===== src/rtl/txif_chk_pkg.sv =====
package txif_chk_pkg;
  localparam int WORD_BYTES = 8;
  localparam int MAX_WORDS  = 4;
  localparam int CNT_W      = 3;
  localparam int BYTE_W     = $clog2(WORD_BYTES * MAX_WORDS + 1);

  typedef struct packed {
    logic              active;     // word count within 1..MAX_WORDS
    logic              has_data;   // word count nonzero
    logic              eop;        // well-formed packet end
    logic              idle_err;
    logic              range_err;
    logic              code_err;
    logic [BYTE_W-1:0] bytes;
  } sym_info_t;
endpackage


===== src/rtl/txif_sym_decode.sv =====
module txif_sym_decode
  import txif_chk_pkg::*;
(
  input  logic [CNT_W-1:0] words,
  input  logic             sob,
  input  logic             eob,
  input  logic             sop,
  input  logic [3:0]       eop_code,
  output sym_info_t        info
);
  logic [BYTE_W-1:0] full_part;
  logic [BYTE_W-1:0] last_part;
  logic              code_end;

  always_comb begin
    code_end  = eop_code[3];
    full_part = BYTE_W'({words - CNT_W'(1), 3'b000});
    if (code_end && (eop_code[2:0] != 3'd0))
      last_part = BYTE_W'(eop_code[2:0]);
    else
      last_part = BYTE_W'(WORD_BYTES);

    info.has_data  = (words != '0);
    info.range_err = (words > CNT_W'(MAX_WORDS));
    info.active    = info.has_data && !info.range_err;
    info.idle_err  = !info.has_data && (sob || eob || sop || (eop_code != 4'd0));
    info.code_err  = !code_end && (eop_code[2:0] != 3'd0);
    info.eop       = info.active && code_end;
    info.bytes     = info.active ? (full_part + last_part) : '0;
  end
endmodule


===== config.mk =====
export PLATFORM = sky130hd
export DESIGN_NAME = txif_sym_decode
export DESIGN_NICKNAME = d
export VERILOG_FILES = /design/src/rtl/txif_chk_pkg.sv /design/src/rtl/txif_sym_decode.sv
export SDC_FILE = /design/constraint.sdc
export NUM_CORES = 1
export LEC_CHECK = 0
export ABC_AREA = 1
export CORE_AREA = 5 5 42 44
export DETAILED_ROUTE_END_ITERATION = 6
export DIE_AREA = 0 0 47 49
export PLACE_DENSITY_LB_ADDON = 0.08
export SLEW_MARGIN = 20
export SYNTH_ARGS = -nofsm -noshare
export SYNTH_HDL_FRONTEND = slang
export SYNTH_SLANG_ARGS = --single-unit

===== constraint.sdc =====
create_clock -name vclk -period 1.3
set_input_delay 0.195 -clock vclk [all_inputs]
set_output_delay 0.195 -clock vclk [all_outputs]
set_load 0.02 [all_outputs]

### After elaboration in Yosys (flattened, before gate mapping)

Index checks and enable logic that the tools add are counted.

| cells by class | value |
|---|---|
| magnitude comparators | 1 |
| mux-type cells | 2 |
| reduce and logical (&&, ||, !) cells | 14 |
| $add $sub $neg | 2 |

Operators by type and width:

| cell | count |
|---|---|
| 6-bit adder | 1 |
| 6-bit 2-to-1 mux | 1 |
| 3-bit nonzero test | 2 |
| 1-bit logical AND | 5 |
| 4-bit 2-to-1 mux | 1 |
| 4-bit nonzero test | 1 |
| 3-bit greater-than comparator, second input constant | 1 |
| 1-bit logical NOT | 3 |
| 1-bit logical OR | 3 |
| 3-bit by 1-bit subtractor with 3-bit output, second input constant | 1 |

| storage, ports and cells | value |
|---|---|
| bits in registers | 0 |
| logic and storage cells | 19 |
| bits of input ports | 10 |
| output and inout bits | 12 |

### Depth between registers and ports, before layout

| logic depth | value |
|---|---|
| depth after elaboration | 5 |
| depth in mapped cells | 7 |
| depth with buffers taken out | 7 |

### Worst setup path before layout

No wires, ideal clock.

| timing | value |
|---|---|
| path type | input-to-output |
| start | input words[0] |
| end | output info[0] (netlist name) |
| data required time | 1.105 ns |
| cell stages on the path | 5 |
| path slack | -0.198 ns |
| buffers on the path | 0 |
| arrival | 1.303 ns |
| cells stage by stage | inv_1 -> ha_1 -> ha_1 -> nand2_1 -> nor2_1 |

RTL lines:

| what | line | text |
|---|---|---|
| from (decl) | txif_sym_decode.sv:4 | `input logic [CNT_W-1:0] words,` |
| to (decl) | txif_sym_decode.sv:9 | `output sym_info_t info` |

==> impl_metrics.toml <==
[routing]
drt_first_pass_iters = 1
first_iter_violations = 0
wl_per_cell_um = 8.709
ant_nets = 0
num_vias = 285
vias_per_cell = 3.608
drc_errors = 0
wirelength_um = 688

[finish]
drive_gt1_frac = 0.6508
diodes = 0
clock_buffers = 0
fin_cells = 79
nets = 80
seq_cells = 0
synthToLayoutAreaGrowth_pct = 218.6
seq_area_um2 = 0
finish.instance_area_um2 = 558.0
utilization = 0.3982
fill_cells = 148

[timing]
hold_viol = 0
slew_viol_final = 0
worstMarginPinSlew_ps = 207.2
period_needed_ps = 1279
max_freq_mhz = 781.9
fin_crit_sh = 0.9838
relSlewSlack = 0.8624
setup_viol_count_final = 0
rsz0062_at_grt = "true"

[yosys]
synth_largest_area_cell = "ha_1"
synth_area_leaders = "ha_1 (36%), inv_1 (28%), nand2_1 (15%)"
ys_warn_count = 0
synth_most_common_cell = "inv_1"
yosysTopAreaCellShare = 0.3571
netlist_instances = 34
synthDistinctLibCells = 6
ys_seq_area_frac = 0
synth_fp_nets = 49
synth_commonest_cells = "inv_1 (13), nand2_1 (7), nor2_1 (7), ha_1 (5)"
synth.cell_area_um2 = 175.2
avgSynthCellArea_um2 = 5.152

[floorplan]
ios = 22
fp.dieH_um = 49
start_util = 0.1250
die-area_um2 = 2303
fp-row-count = 14
core_um2 = 1401
die_x_um = 47

[pwr]
seq_power_share = 0
power_density_nw_per_um2 = 405.5
p_int_uw = 115.6
vdd.ir_drop.worst_uv = 240.8
p_switching_uw = 110.7
switching_share = 0.4893
p_leak_nw = 0.2879
p_clk_frac = 0
p_comb_frac = 1.000

[critical_path]
endpoint_kind = "primary output"
slowest_delay_ps = 260
required_ps = 1110
path_class = "in -> out"
arrival_ps = 1080
crit_chain = "clkdlybuf4s15_1, nand2_2, ha_4, ha_4, nand2_2, inv_2, buf_6"
cp_slowest_cell = "ha_4"
worst-path-max-fanout = 2
start_kind = "primary input"

[global_routing]
grt-ovfl-total = 0
grt_pass1_vias = 256
grt_max_degree = 5
grt_pass1_wl_mm = 1.090
grt_usage = 0.05825
antenna_found_initial = 0

[place]
dp.cells = 77
dpl_cell_area_um2 = 490.5
numPortBuffers = 22
post-dp-hpwl_um = 537.5
gp_congestion = 0.6716

[min_path]
hold_path_depth = 4
hold_end = "info[0]"
hold_start = "eop_code[0]"
hp-class = "in -> out"

[run]
cap_viol_max_count = 0

[clock_network]
ctsHoldBuffers = 0

[status]
status = "complete, no violations"
## cells in the final DEF (no fill, tap or decap)
| cell | synthesis | routed |
|---|---|---|
| buf_2 | 0 | 4 |
| nand2_8 | 0 | 1 |
| ha_4 | 0 | 4 |
| dlygate4sd2_1 | 0 | 3 |
| nand2_1 | 7 | 2 |
| a21oi_1 | 1 | 1 |
| nand2_2 | 0 | 4 |
| inv_4 | 0 | 1 |
| buf_4 | 0 | 8 |
| inv_1 | 13 | 7 |
| clkdlybuf4s50_1 | 0 | 3 |
| clkdlybuf4s15_1 | 0 | 1 |
| inv_2 | 0 | 5 |
| buf_8 | 0 | 1 |
| ha_1 | 5 | 1 |
| nor2_1 | 7 | 4 |
| nor2_4 | 0 | 4 |
| clkbuf_2 | 0 | 1 |
| buf_6 | 0 | 8 |
## layout make-up
class | count | area, µm² | area share
inverters | 13 | 51.30 | 0.09193
multi-input cells | 21 | 230.2 | 0.4126
well taps | 16 | 20.02 | 0.03587
repair buffers | 29 | 256.5 | 0.4596
## power by group through the flow
stage                     Combinational [mW]  Clock (mW)  Sequential, mW
after floorplan                       0.0916           0               0
after global placement                 0.193           0               0
after detailed placement               0.193           0               0
after CTS                              0.196           0               0
after global routing                   0.247           0               0
final                                  0.226           0               0
## logic make-up (layout without fill, tap and decap cells)
logic type,after synthesis,in the layout,share of synthesized area
compound gates,1,1,0.02854
fa+ha+maj,5,5,0.3571
buf+inv,13,42,0.2786
simple gates,15,15,0.3358
## timing repair
action | 4_1_cts | 5_1_grt
setup endpoints to repair | 12 | 6
buffers inserted | 2 | 0
gates resized for setup | 80 | 16
pin swaps | 7 | 9
## worst max-delay path, delay by kind of cell
family,cells,cell delay [ps]
buf+inv,3,350
fa+ha+maj,2,420
simple gates,2,130
## metrics by stage
step	hold slack [ps]	total power, mW	setup WS, ps	TNS [ps]
2_1_floorplan	466.9	0.09161	28.74	0
6_report	731.0	0.2263	21.11	0
3_5_place_dp	1500	0.1925	-954.3	-9572
3_3_place_gp	1494	0.1927	-949.8	-9574
5_1_grt	743.7	0.2470	-37.24	-39.07
4_1_cts	748.3	0.1959	-39.22	-39.22
## how the worst max path moves through the flow
stage	start	endpoint	slack (ps)
finish	eop_code[3]	info[4]	20
global route	eop_code[0]	info[4]	-40
CTS	eop_code[1]	info[4]	-40
detailed placement	words[0]	info[1]	-950
global placement	words[0]	info[1]	-950
floorplan	words[0]	info[0]	30
## routing by layer
layer	global-route usage	vias up	share of wire
met3	0	0	0.058
met2	0.09955	8	0.59
met5	0	-	0
li1	-	153	-
met4	0	0	0
met1	0.08478	124	0.35
Power figures use the tool's default switching activity.
